**src/rtl/rtcpre_pkg.sv**
```systemverilog
package rtcpre_pkg;

    localparam logic [2:0] DIV_RUN = 3'b010;
    localparam int         TAP_TOP = 13;

    typedef struct packed {
        logic [2:0] div;
        logic [3:0] rs;
    } ctrl_t;

    function automatic int tap_index(input int code);
        if (code == 1)      return 6;
        else if (code == 2) return 7;
        else if (code >= 3) return code - 2;
        else                return 0;
    endfunction

    function automatic logic is_hold(input logic [2:0] div);
        return div[2:1] == 2'b11;
    endfunction

endpackage

```
**src/rtl/rtcpre_ctrl.sv**
```systemverilog
module rtcpre_ctrl
    import rtcpre_pkg::*;
(
    input  logic        clk,
    input  logic        por_n,
    input  logic        wr_en_i,
    input  logic [7:0]  wr_data_i,
    input  logic        uip_i,
    output ctrl_t       ctrl_o,
    output logic        start_o,
    output logic [7:0]  rd_data_o
);

    ctrl_t ctrl_d, ctrl_q;
    logic  start_d;

    always_comb begin
        ctrl_d  = ctrl_q;
        start_d = 1'b0;
        if (wr_en_i) begin
            ctrl_d.div = wr_data_i[6:4];
            ctrl_d.rs  = wr_data_i[3:0];
            start_d    = (wr_data_i[6:4] == DIV_RUN) && (ctrl_q.div != DIV_RUN);
        end
    end

    always_ff @(posedge clk or negedge por_n) begin
        if (!por_n) ctrl_q <= '0;
        else        ctrl_q <= ctrl_d;
    end

    assign ctrl_o    = ctrl_q;
    assign start_o   = start_d;
    assign rd_data_o = {uip_i, ctrl_q.div, ctrl_q.rs};


    wr_load_chk: assert property (@(posedge clk) disable iff (!por_n)
        wr_en_i |=> (rd_data_o[6:0] == $past(wr_data_i[6:0])));

endmodule

```
**src/rtl/rtcpre_chain.sv**
```systemverilog
module rtcpre_chain
    import rtcpre_pkg::*;
#(
    parameter int DIV_W = 15,
    parameter int LEAD  = 8,
    parameter int TAIL  = 8
) (
    input  logic             clk,
    input  logic             por_n,
    input  logic             tick_i,
    input  logic [2:0]       div_i,
    input  logic             start_i,
    input  logic             set_i,
    output logic [DIV_W-1:0] cnt_o,
    output logic [DIV_W-1:0] cnt_nxt_o,
    output logic             upd_o,
    output logic             uip_o
);

    localparam logic [DIV_W-1:0] CNT_MAX  = '1;
    localparam logic [DIV_W-1:0] CNT_HALF = DIV_W'(1) << (DIV_W - 1);
    localparam logic [DIV_W-1:0] ARM_AT   = CNT_MAX - DIV_W'(LEAD);
    localparam logic [DIV_W-1:0] TAIL_END = DIV_W'(TAIL - 1);

    typedef struct packed {
        logic [DIV_W-1:0] cnt;
        logic             arm;
        logic             tail;
        logic             upd;
    } chain_t;

    chain_t st_d, st_q;
    logic   running, hold;

    assign running = (div_i == DIV_RUN);
    assign hold    = is_hold(div_i);

    always_comb begin
        st_d     = st_q;
        st_d.upd = 1'b0;
        if (start_i) begin
            st_d.cnt  = CNT_HALF;
            st_d.arm  = 1'b0;
            st_d.tail = 1'b0;
        end else if (hold) begin
            st_d.cnt  = '0;
            st_d.arm  = 1'b0;
            st_d.tail = 1'b0;
        end else if (running && tick_i) begin
            st_d.cnt = st_q.cnt + 1'b1;
            if (st_q.cnt == ARM_AT) st_d.arm = 1'b1;
            if (st_q.cnt == CNT_MAX && st_q.arm) begin
                st_d.upd  = 1'b1;
                st_d.tail = 1'b1;
                st_d.arm  = 1'b0;
            end
            if (st_q.tail && st_q.cnt == TAIL_END) st_d.tail = 1'b0;
        end
        if (set_i) begin
            st_d.arm  = 1'b0;
            st_d.tail = 1'b0;
            st_d.upd  = 1'b0;
        end
    end

    always_ff @(posedge clk or negedge por_n) begin
        if (!por_n) st_q <= '0;
        else        st_q <= st_d;
    end

    assign cnt_o     = st_q.cnt;
    assign cnt_nxt_o = st_d.cnt;
    assign upd_o     = st_q.upd;
    assign uip_o     = st_q.arm | st_q.tail;


    warn_first_chk: assert property (@(posedge clk) disable iff (!por_n)
        st_q.upd |-> $past(st_q.arm));


    set_quiet_chk: assert property (@(posedge clk) disable iff (!por_n)
        set_i |=> (!uip_o && !upd_o));


    hold_clr_chk: assert property (@(posedge clk) disable iff (!por_n)
        (hold && !start_i) |=> (cnt_o == '0 && !upd_o));


    upd_pulse_chk: assert property (@(posedge clk) disable iff (!por_n)
        upd_o |=> !upd_o);

endmodule

```
**src/rtl/rtcpre_tap.sv**
```systemverilog
module rtcpre_tap
    import rtcpre_pkg::*;
#(
    parameter int DIV_W = 15
) (
    input  logic             clk,
    input  logic             por_n,
    input  logic             rst_n,
    input  logic [DIV_W-1:0] cnt_i,
    input  logic [DIV_W-1:0] cnt_nxt_i,
    input  logic [3:0]       rs_i,
    input  logic             pie_i,
    input  logic             sqwe_i,
    input  logic             clr_i,
    output logic             sqw_o,
    output logic             pi_o
);

    localparam int CODES = 16;

    logic [CODES-1:0] tap_now, tap_nxt;
    logic             rise, pi_d, pi_q;

    assign tap_now[0] = 1'b0;
    assign tap_nxt[0] = 1'b0;

    for (genvar g = 1; g < CODES; g++) begin : g_tap
        localparam int IDX = tap_index(g);
        assign tap_now[g] = cnt_i[IDX];
        assign tap_nxt[g] = cnt_nxt_i[IDX];
    end

    assign rise = !tap_now[rs_i] && tap_nxt[rs_i];

    always_comb begin
        pi_d = pi_q;
        if (clr_i)        pi_d = 1'b0;
        if (rise && pie_i) pi_d = 1'b1;
        if (!rst_n)       pi_d = 1'b0;
    end

    always_ff @(posedge clk or negedge por_n) begin
        if (!por_n) pi_q <= 1'b0;
        else        pi_q <= pi_d;
    end

    assign sqw_o = sqwe_i && tap_now[rs_i];
    assign pi_o  = pi_q;


    pie_gate_chk: assert property (@(posedge clk) disable iff (!por_n)
        $rose(pi_q) |-> ($past(pie_i) && $past(rs_i) != 4'd0));


    rst_flag_chk: assert property (@(posedge clk) disable iff (!por_n)
        !rst_n |=> !pi_q);

endmodule

```
**src/rtl/rtc_timebase.sv**
```systemverilog
module rtc_timebase
    import rtcpre_pkg::*;
#(
    parameter int DIV_W = 15,
    parameter int LEAD  = 8,
    parameter int TAIL  = 8
) (
    input  logic       clk,
    input  logic       por_n,
    input  logic       rst_n,
    input  logic       tick_i,
    input  logic       wr_en_i,
    input  logic [7:0] wr_data_i,
    output logic [7:0] rd_data_o,
    input  logic       set_i,
    input  logic       pie_i,
    input  logic       sqwe_i,
    input  logic       pi_clr_i,
    output logic       upd_o,
    output logic       uip_o,
    output logic       sqw_o,
    output logic       pi_flag_o
);

    ctrl_t            ctrl;
    logic             start;
    logic [DIV_W-1:0] cnt, cnt_nxt;

    rtcpre_ctrl u_ctrl (
        .clk       (clk),
        .por_n     (por_n),
        .wr_en_i   (wr_en_i),
        .wr_data_i (wr_data_i),
        .uip_i     (uip_o),
        .ctrl_o    (ctrl),
        .start_o   (start),
        .rd_data_o (rd_data_o)
    );

    rtcpre_chain #(.DIV_W(DIV_W), .LEAD(LEAD), .TAIL(TAIL)) u_chain (
        .clk       (clk),
        .por_n     (por_n),
        .tick_i    (tick_i),
        .div_i     (ctrl.div),
        .start_i   (start),
        .set_i     (set_i),
        .cnt_o     (cnt),
        .cnt_nxt_o (cnt_nxt),
        .upd_o     (upd_o),
        .uip_o     (uip_o)
    );

    rtcpre_tap #(.DIV_W(DIV_W)) u_tap (
        .clk       (clk),
        .por_n     (por_n),
        .rst_n     (rst_n),
        .cnt_i     (cnt),
        .cnt_nxt_i (cnt_nxt),
        .rs_i      (ctrl.rs),
        .pie_i     (pie_i),
        .sqwe_i    (sqwe_i),
        .clr_i     (pi_clr_i),
        .sqw_o     (sqw_o),
        .pi_o      (pi_flag_o)
    );


    sqw_gate_chk: assert property (@(posedge clk) disable iff (!por_n)
        (!sqwe_i || rd_data_o[3:0] == 4'd0) |-> !sqw_o);


    rst_keep_chk: assert property (@(posedge clk) disable iff (!por_n)
        (!rst_n && !wr_en_i) |=> $stable(rd_data_o[6:0]));

endmodule

```
**config.mk**
```make
export PLATFORM = sky130hd
export DESIGN_NAME = rtc_timebase
export DESIGN_NICKNAME = d
export VERILOG_FILES = /design/src/rtl/rtcpre_pkg.sv /design/src/rtl/rtcpre_ctrl.sv /design/src/rtl/rtcpre_chain.sv /design/src/rtl/rtcpre_tap.sv /design/src/rtl/rtc_timebase.sv
export SDC_FILE = /design/constraint.sdc
export NUM_CORES = 1
export LEC_CHECK = 0
export BUFFER_PORTS_ARGS = -buffer_cell sky130_fd_sc_hd__buf_2
export CAP_MARGIN = 5
export CORE_MARGIN = 1.5
export CORE_UTILIZATION = 56
export CTS_CLUSTER_SIZE = 28
export DETAILED_ROUTE_END_ITERATION = 8
export PLACE_DENSITY = 0.76
export SLEW_MARGIN = 20
export SYNTH_ARGS = -nofsm -noshare
export SYNTH_HDL_FRONTEND = slang
export SYNTH_SLANG_ARGS = --single-unit
```
**constraint.sdc**
```tcl
create_clock -name clk -period 3.3 [get_ports clk]
set_clock_uncertainty 0.15 [all_clocks]
set_input_delay 0.66 -clock clk [delete_from_list [all_inputs] [get_ports clk]]
set_output_delay 0.66 -clock clk [all_outputs]
set_load 0.005 [all_outputs]
```
# After elaboration in Yosys (flattened, before gate mapping)
# Cells that the tools add are included.
# classes
n_eq_ne	8
shifts	0
muxes	17
addsub	1
bitwise_logic	1
multipliers	0
n_lt_le_gt_ge	1
div_mod_pow	0
reduce_logical	14
# ops
cell	count
$mux 17	2
$eq 15x15->1 const B	2
$mux 18	1
$add 15x1->15 const B	1
$eq 15x3->1 const B	1
$mux 1	10
$reduce_bool 5->1	2
$bmux 1 s4	2
$logic_and 1x1->1	7
$eq 3x2->1 const B	2
$mux 3	2
$lt 4x5->1 const B	1
$reduce_and 2->1	2
$reduce_bool 4->1	1
$ne 3x1->1 const B	1
$ne 3x2->1 const B	1
$reduce_bool 3->1	1
$eq 2x2->1 const B	1
$logic_not 1->1	1
$or 1x1->1	1
# totals
n_memories	0
mem_bits_rw	0
latchBits	0
input_bits	17
ff_bits	26
romBits	0

# Depth between registers and ports, before layout
# Gate-level depths: netlist (run 1).
# depth
ltp_word	13
mapped_depth	8
mapped_depth_nobuf	8

# Cells and area by module
# A second synthesis (run 1) with hierarchy kept.
# unflattened
hier_cells	198
hier_area_um2	1930.6
# by_module_without_submodules
module	seq_area_each_um2	instances	cells_each	area_each_um2
rtcpre_chain	450.4	1	134	1196.1
rtcpre_ctrl	175.2	1	27	382.9
rtcpre_tap	25.0	1	37	351.6

# Least setup slack after synthesis (run 1)
# OpenSTA, ideal clock, no wires.
# synth_timing
path_kind	register to output
start	register u_ctrl.ctrl_q, in the netlist u_ctrl.ctrl_o[0]
end	output sqw_o
arrival_ps	1667
path_buffers	1
slack_ps	823
stages_incl_launch_ff	5
required_ps	2490
path_cell_list	dfrtp_1 buf_6 mux4_2 mux4_2 and2_1
# synth_via
elab_chain_len	3
# synth_rtl
element	line	text
from (decl)	rtcpre_ctrl.sv:14	ctrl_t ctrl_d, ctrl_q;
from (signal assigned)	rtcpre_ctrl.sv:29	else ctrl_q <= ctrl_d;
$bmux 1 s4	rtcpre_tap.sv:47	assign sqw_o = sqwe_i && tap_now[rs_i];
$mux 1 (implied by the code)	rtcpre_tap.sv:47	
$logic_and 1x1->1	rtcpre_tap.sv:47	
to (decl)	rtc_timebase.sv:21	output logic sqw_o,
# No other way between the ends. The select of a mux whose other input is x is not followed.

# Final worst setup path (run 1)
# Ends and elaborated chain as after synthesis.

==> summary.txt, run 1 <==
Synthesis
  – Top cell type's share of synthesized area: 37.8%
  – #FFs+latches synth: 26
  – Synth unique cells: 53
  – Ranking of synthesized cells by area: dfrtp_1 (38%), nor2_1 (4.6%), nand2_1 (4.4%)
  – Synthesized area per cell: 9.07 µm²
  – Synthesized instance count: 190
  – Sequential-to-total area share from yosys stat: 37.8%
  – Post-synth top flop: dfrtp_1
  – Yosys warnings: 0
  – Mapped Area: 1720 µm²
  – Area leader, netlist: dfrtp_1
  – EDFF count, synth: 0
  – Asr flop ratio synth: 100%
  – Syn Nets: 208

Clock tree
  – Num CTS Buffers: 3
  – Clock Path Buffers: 2
  – CTS-repair resized insts: 0
  – Skew-Pair Late Insertion Delay: 0.32 ns
  – Post-CTS setup buffer count: 0
  – Cts hold-fix bufs: 0
  – Reg clk slew, reported paths: 0.14 ns
  – CTS root buf: clkbuf_4
  – # H-tree levels: 1
  – Clock Sinks: 26
  – TritonCTS clock tree: yes

Floorplan
  – Rows: 19
  – Full die area: 3420 µm²
  – Top Ports: 29
  – Core area: 2830 µm²
  – Die height: 58.5 µm
  – Chip width: 58.5 µm
  – Initial Util: 60.9%

Placed design
  – Placed wire-length estimate: 2910 µm
  – # port buffers: 27
  – Gpl congestion: 0.919
  – Post-placement cell count: 241

Layout
  – Fillers: 243
  – Layout Cells excl Fill: 245
  – Final nets: 233
  – Fraction of layout cells with a size suffix above 1: 21.5%
  – Layout area overhead: 11.2%
  – Most frequent cells in the layout: buf_2 (27), dfrtp_1 (26), nor2_1 (21), nand2_1 (20)
  – ANT cells: 0
  – Commonest non-fill, non-tap cell in the layout: buf_2

STA
  – Tmin final: 3.15 ns
  – Slew HR: 61.0%
  – Final Cycle Share: 95.5%
  – Worst Tran Pin Value: 0.585 ns
  – Fin. Hold Viols: 0
  – Final setup vio count: 0
  – Final slew viol count: 0
  – RSZ-0062 raised after global routing: no
  – Highest Clock Rate: 317 MHz
  – Setup TNS: 0 ns

Power and ir drop
  – Pwr dens: 332 nW/µm²
  – Pleak: 0.858 nW
  – VDD IR max: 0.200 mV

GRT
  – Initial antenna violation count: 0
  – Largest net degree at the start of global routing: 27
  – Vias in the first global route: 1533
  – Gr ovfl total: 0
  – GRT Total Usage: 26.6%
  – First-pass GRT wire length: 6920 µm

Routing
  – Antenna-violating nets left: 0
  – Via count: 1597
  – DRT iter0 DRCs: 87
  – DR pass1 iterations: 4
  – DR vias/cell: 6.52
  – Routed WL per cell: 16.6 µm
  – Final wirelength: 4070 µm
  – DRC Markers: 0

Setup path
  – Crit path max fanout: 14
  – R2r startpoint: u_chain.cnt_o[0]
  – Critical Path AT: 2.34 ns
  – Worst-path cell with the longest stage delay: dfrtp_1
  – Crit. End Element: output pin
  – CP delay by family, top: multiplexers
  – Worst setup SP type: flop
  – WP data required: 2.49 ns
  – Worst Path Buf+Inv: 1
  – Crit path kind: flop to output pin
  – Peak per-stage delay on the critical path: 0.65 ns
  – Worst-path cell chain: mux4_1, mux4_2, and2_1, buf_2
  – Reg-to-reg endpoint: u_tap.pi_o
  – Cell depth of the worst setup path: 4
  – R2R setup slack: 0.49 ns
  – R2R depth: 8

Job
  – MaxCap Viol Count: 0

Status
  – Status: complete, no violations

Worst hold path
  – Min-delay worst type: input port to async pin
==> per-stage QoR <==
stage / total power, mW / hold slack [ns] / setup WS (ns) / utilization [%] / instance area [µm²]
global route: 0.669 / 0.190 / 0.00222 / 67.7 / 1920
floorplan: 0.430 / 0.214 / 0.823 / - / 1720
global placement: 0.473 / 0.369 / 0.530 / 66.4 / 1880
detailed placement: 0.479 / 0.378 / 0.497 / 66.4 / 1880
finish: 0.637 / 0.166 / 0.148 / 67.7 / 1920
CTS: 0.644 / 0.173 / 0.128 / 67.7 / 1920
==> how the worst max path moves through the flow <==
stage	slack [ns]	to	from
2_1_floorplan	0.82	sqw_o	u_ctrl.ctrl_o[0]
4_1_cts	0.13	sqw_o	u_ctrl.ctrl_o[0]
3_5_place_dp	0.50	u_tap.pi_o	wr_en_i
3_3_place_gp	0.53	sqw_o	u_ctrl.ctrl_o[0]
6_report	0.15	sqw_o	u_ctrl.ctrl_o[0]
5_1_grt	0.002	sqw_o	u_ctrl.ctrl_o[0]
==> per-layer routing <==
metal	track usage (%)	wire (µm)
met4	13.0	69
met3	3.74	335
met5	0	0
met1	36.2	1780
met2	41.7	1890
==> state kept, by name (all words and copies together) (netlist names) <==
name           flops
u_chain.upd_o      1
u_tap.pi_o         1
u_ctrl.ctrl_o      7
u_chain.cnt_o     15
u_chain.st_q       2
==> cell usage after synthesis (all sizes together) (5+ instances only) <==
cell and instances:
nor4 6, nor2 21, nand3 7, nand4 7, o21ai 9, dfrtp 26
inv 5, mux2 6, and3 5, clkbuf 9, xnor2 5, nand2 20
==> cells by family (layout without fill, tap and decap cells) <==
kind of cell / count (synthesis) / after routing / share of synthesized area [%]
compound gates: 33 / 33 / 13.7
xor+xnor: 9 / 9 / 4.57
fa+ha+maj: 1 / 1 / 0.726
buf+inv: 18 / 42 / 4.72
flops: 26 / 26 / 37.8
mux: 10 / 10 / 9.59
simple gates: 93 / 93 / 29.0
==> power by group <==
group	internal, mW	switching, mW	leakage, nW	total (mW)
combinational	0.0552	0.0553	0.491	0.111
clock	0.0675	0.0954	0.0210	0.163
sequential	0.334	0.0294	0.346	0.363
total	0.456	0.180	0.858	0.637
==> cell type report <==
type / instances / area [µm²] / area share, %
inverters: 5 / 18.8 / 0.980
repair buffers: 33 / 180 / 9.41
clock buffers: 4 / 36.3 / 1.89
well taps: 31 / 38.8 / 2.02
flip-flops and latches: 26 / 651 / 34.0
multi-input cells: 146 / 991 / 51.7
No activity file was read; power rests on OpenSTA's default activity.
==> run 2: changes to the inputs <==
--- a/config.mk
+++ b/config.mk
@@ -5,12 +5,11 @@
 export SDC_FILE = /design/constraint.sdc
 export NUM_CORES = 1
 export LEC_CHECK = 0
-export BUFFER_PORTS_ARGS = -buffer_cell sky130_fd_sc_hd__buf_2
 export CAP_MARGIN = 5
-export CORE_MARGIN = 1.5
-export CORE_UTILIZATION = 56
+export CORE_UTILIZATION = 63
 export CTS_CLUSTER_SIZE = 28
 export DETAILED_ROUTE_END_ITERATION = 8
+export DONT_BUFFER_PORTS = 1
 export PLACE_DENSITY = 0.76
 export SLEW_MARGIN = 20
 export SYNTH_ARGS = -nofsm -noshare
==> run 2 against run 1 <==
Net effect:
- die area down 14%
- core utilization is 2.9 points higher
- register-to-register slack got worse by 0.05 ns
- largest cell class unchanged
- largest power group unchanged
- highest routed layer unchanged
==> summary.txt, run 2 (synthesis results as in run 1) <==
Setup path
  – Worst-path cell chain: mux4_1, mux4_2, and2_1 (was mux4_1, mux4_2, and2_1, buf_2)
  – Crit path kind: flop to output pin (unchanged)
  – CP startpoint: u_ctrl.ctrl_o[0] (unchanged)
  – Crit. End Element: output pin (unchanged)
  – R2R depth: 5 (was 8)
  – Worst Path Buf+Inv: 0 (was 1)
  – Critical Path AT: 2.36 ns (was 2.34 ns)
  – Peak per-stage delay on the critical path: 0.73 ns (was 0.65 ns)
  – Cell depth of the worst setup path: 3 (was 4)
  – Worst setup SP type: flop (unchanged)
  – Setup crit end: sqw_o (unchanged)
  – Crit path max fanout: 17 (was 14)
  – Reg-to-reg endpoint: u_tap.pi_o (unchanged)
  – WP data required: 2.49 ns (about the same)
  – CP delay by family, top: multiplexers (unchanged)
  – R2r startpoint: u_ctrl.ctrl_o[0] (was u_chain.cnt_o[0])
  – R2R setup slack: 0.44 ns (was 0.49 ns)
  – Worst-path cell with the longest stage delay: dfrtp_1 (unchanged)

Clock tree
  – Post-CTS setup buffer count: 0 (unchanged)
  – Skew-Pair Late Insertion Delay: 0.33 ns (was 0.32 ns)
  – Reg clk slew, reported paths: 0.14 ns (about the same)
  – CTS root buf: clkbuf_4 (unchanged)
  – Clock Path Buffers: 2 (unchanged)
  – # H-tree levels: 1 (unchanged)
  – Clock Sinks: 26 (unchanged)
  – Num CTS Buffers: 3 (unchanged)
  – TritonCTS clock tree: yes (unchanged)

Placed design
  – Post-placement cell count: 211 (was 241)
  – Gpl congestion: 0.942 (was 0.919)
  – # port buffers: 0 (was 27)
  – Placed wire-length estimate: 2710 µm (was 2910 µm)

Layout
  – Layout Cells excl Fill: 216 (was 245)
  – ANT cells: 0 (unchanged)
  – Fraction of layout cells with a size suffix above 1: 9.14% (was 21.5%)
  – Commonest non-fill, non-tap cell in the layout: dfrtp_1 (was buf_2)
  – Largest register FFs: 15 (unchanged)
  – Fin util: 70.6% (was 67.7%)
  – Final nets: 206 (was 233)
  – Fillers: 202 (was 243)
  – Layout area overhead: 3.34% (was 11.2%)
  – Most frequent cells in the layout: dfrtp_1 (26), nor2_1 (21), nand2_1 (20), nand4_1 (7), nand3_1 (7) (was buf_2 (27), dfrtp_1 (26), nor2_1 (21), nand2_1 (20))

Floorplan
  – Full die area: 2950 µm² (was 3420 µm²)
  – Chip width: 54.3 µm (was 58.5 µm)
  – Core area: 2520 µm² (was 2830 µm²)
  – Initial Util: 68.3% (was 60.9%)
  – Die height: 54.3 µm (was 58.5 µm)
  – Top Ports: 29 (unchanged)
  – Rows: 18 (was 19)

STA
  – Final Cycle Share: 96.2% (was 95.5%)
  – Slew HR: 61.8% (was 61.0%)
  – Setup TNS: 0 ns (unchanged)
  – Tmin final: 3.17 ns (was 3.15 ns)
  – Worst Tran Pin Value: 0.574 ns (was 0.585 ns)
  – RSZ-0062 raised after global routing: no (unchanged)
  – Fin. Hold Viols: 0 (unchanged)
  – Final setup vio count: 0 (unchanged)
  – Final slew viol count: 0 (unchanged)
  – Highest Clock Rate: 315 MHz (was 317 MHz)

Power and ir drop
  – Pwr dens: 333 nW/µm² (was 332 nW/µm²)
  – Total power: 0.593 mW (was 0.637 mW)
  – Pleak: 0.740 nW (was 0.858 nW)
  – VDD IR max: 0.259 mV (was 0.200 mV)

Routing
  – Via count: 1457 (was 1597)
  – DR vias/cell: 6.75 (was 6.52)
  – DRT iter0 DRCs: 59 (was 87)
  – Final wirelength: 3740 µm (was 4070 µm)
  – Routed WL per cell: 17.3 µm (was 16.6 µm)
  – DRC Markers: 0 (unchanged)
  – Antenna-violating nets left: 0 (unchanged)
  – DR pass1 iterations: 4 (unchanged)

GRT
  – Gr ovfl total: 0 (unchanged)
  – GRT Total Usage: 29.3% (was 26.6%)
  – First-pass GRT wire length: 6180 µm (was 6920 µm)
  – Initial antenna violation count: 0 (unchanged)
  – Vias in the first global route: 1393 (was 1533)
  – Largest net degree at the start of global routing: 27 (unchanged)

Job
  – MaxCap Viol Count: 0 (unchanged)

Status
  – Status: complete, no violations (unchanged)

Worst hold path
  – Min-delay worst type: input port to flop (was input port to async pin)
[run 2: cell count changes in the layout (fill, tap and decap cells not counted), sizes merged]
cell,before,now
dlygate4sd3,0,1
clkbuf,4,3
buf,33,5
[run 2: area by class of cell]
cell class | count | area (µm²) | share of cell area [%]
clock buffer | 3 | 22.5 | 1.26
inverter | 5 | 18.8 | 1.05
multi-input combinational | 146 | 991 | 55.7
sequential | 26 | 651 | 36.5
tap | 30 | 37.5 | 2.11
timing repair buffer | 6 | 60.1 | 3.37
[run 2: worst min-delay path by stage]
stage	slack (ns)	depth (start not counted)	to	start
after floorplan	0.21	0	u_chain.cnt_o[0]	por_n
after global placement	0.21	0	u_ctrl.ctrl_o[3]	por_n
after detailed placement	0.21	0	u_ctrl.ctrl_o[2]	por_n
after CTS	0.22	1	u_chain.st_q[1]	set_i
after global routing	0.21	1	u_chain.st_q[1]	set_i
final	0.22	1	u_chain.st_q[1]	set_i
[run 2: report_power, final]
group / switching, mW / leakage (nW) / internal (mW) / total (mW)
clock: 0.0968 / 0.0138 / 0.0430 / 0.140
combinational: 0.0445 / 0.380 / 0.0429 / 0.0875
sequential: 0.0321 / 0.346 / 0.334 / 0.366
total: 0.173 / 0.740 / 0.420 / 0.593
[run 2: stage by stage]
| stage | instance area, µm² | worst slack, ns | hold WS [ns] |
|---|---|---|---|
| 2_1_floorplan | 1720 | 0.823 | 0.214 |
| 3_3_place_gp | 1730 | 0.536 | 0.215 |
| 3_5_place_dp | 1730 | 0.479 | 0.215 |
| 4_1_cts | 1780 | 0.138 | 0.225 |
| 5_1_grt | 1780 | 0.0394 | 0.213 |
| 6_report | 1780 | 0.126 | 0.221 |
[run 2: repair_timing]
item,CTS,global route
resized for setup,0,0
endpoints found under the setup margin,0,0
hold buffers,2,0
hold endpoints to repair,26,0
[run 2: metal layers]
layer / track usage (%) / vias up / share of wire [%]
met2: 46.1 / 71 / 46
met4: 12.0 / 0 / 1.6
met1: 39.7 / 689 / 44
met3: 5.00 / 7 / 7.7
li1: - / 690 / -
met5: 0 / - / 0
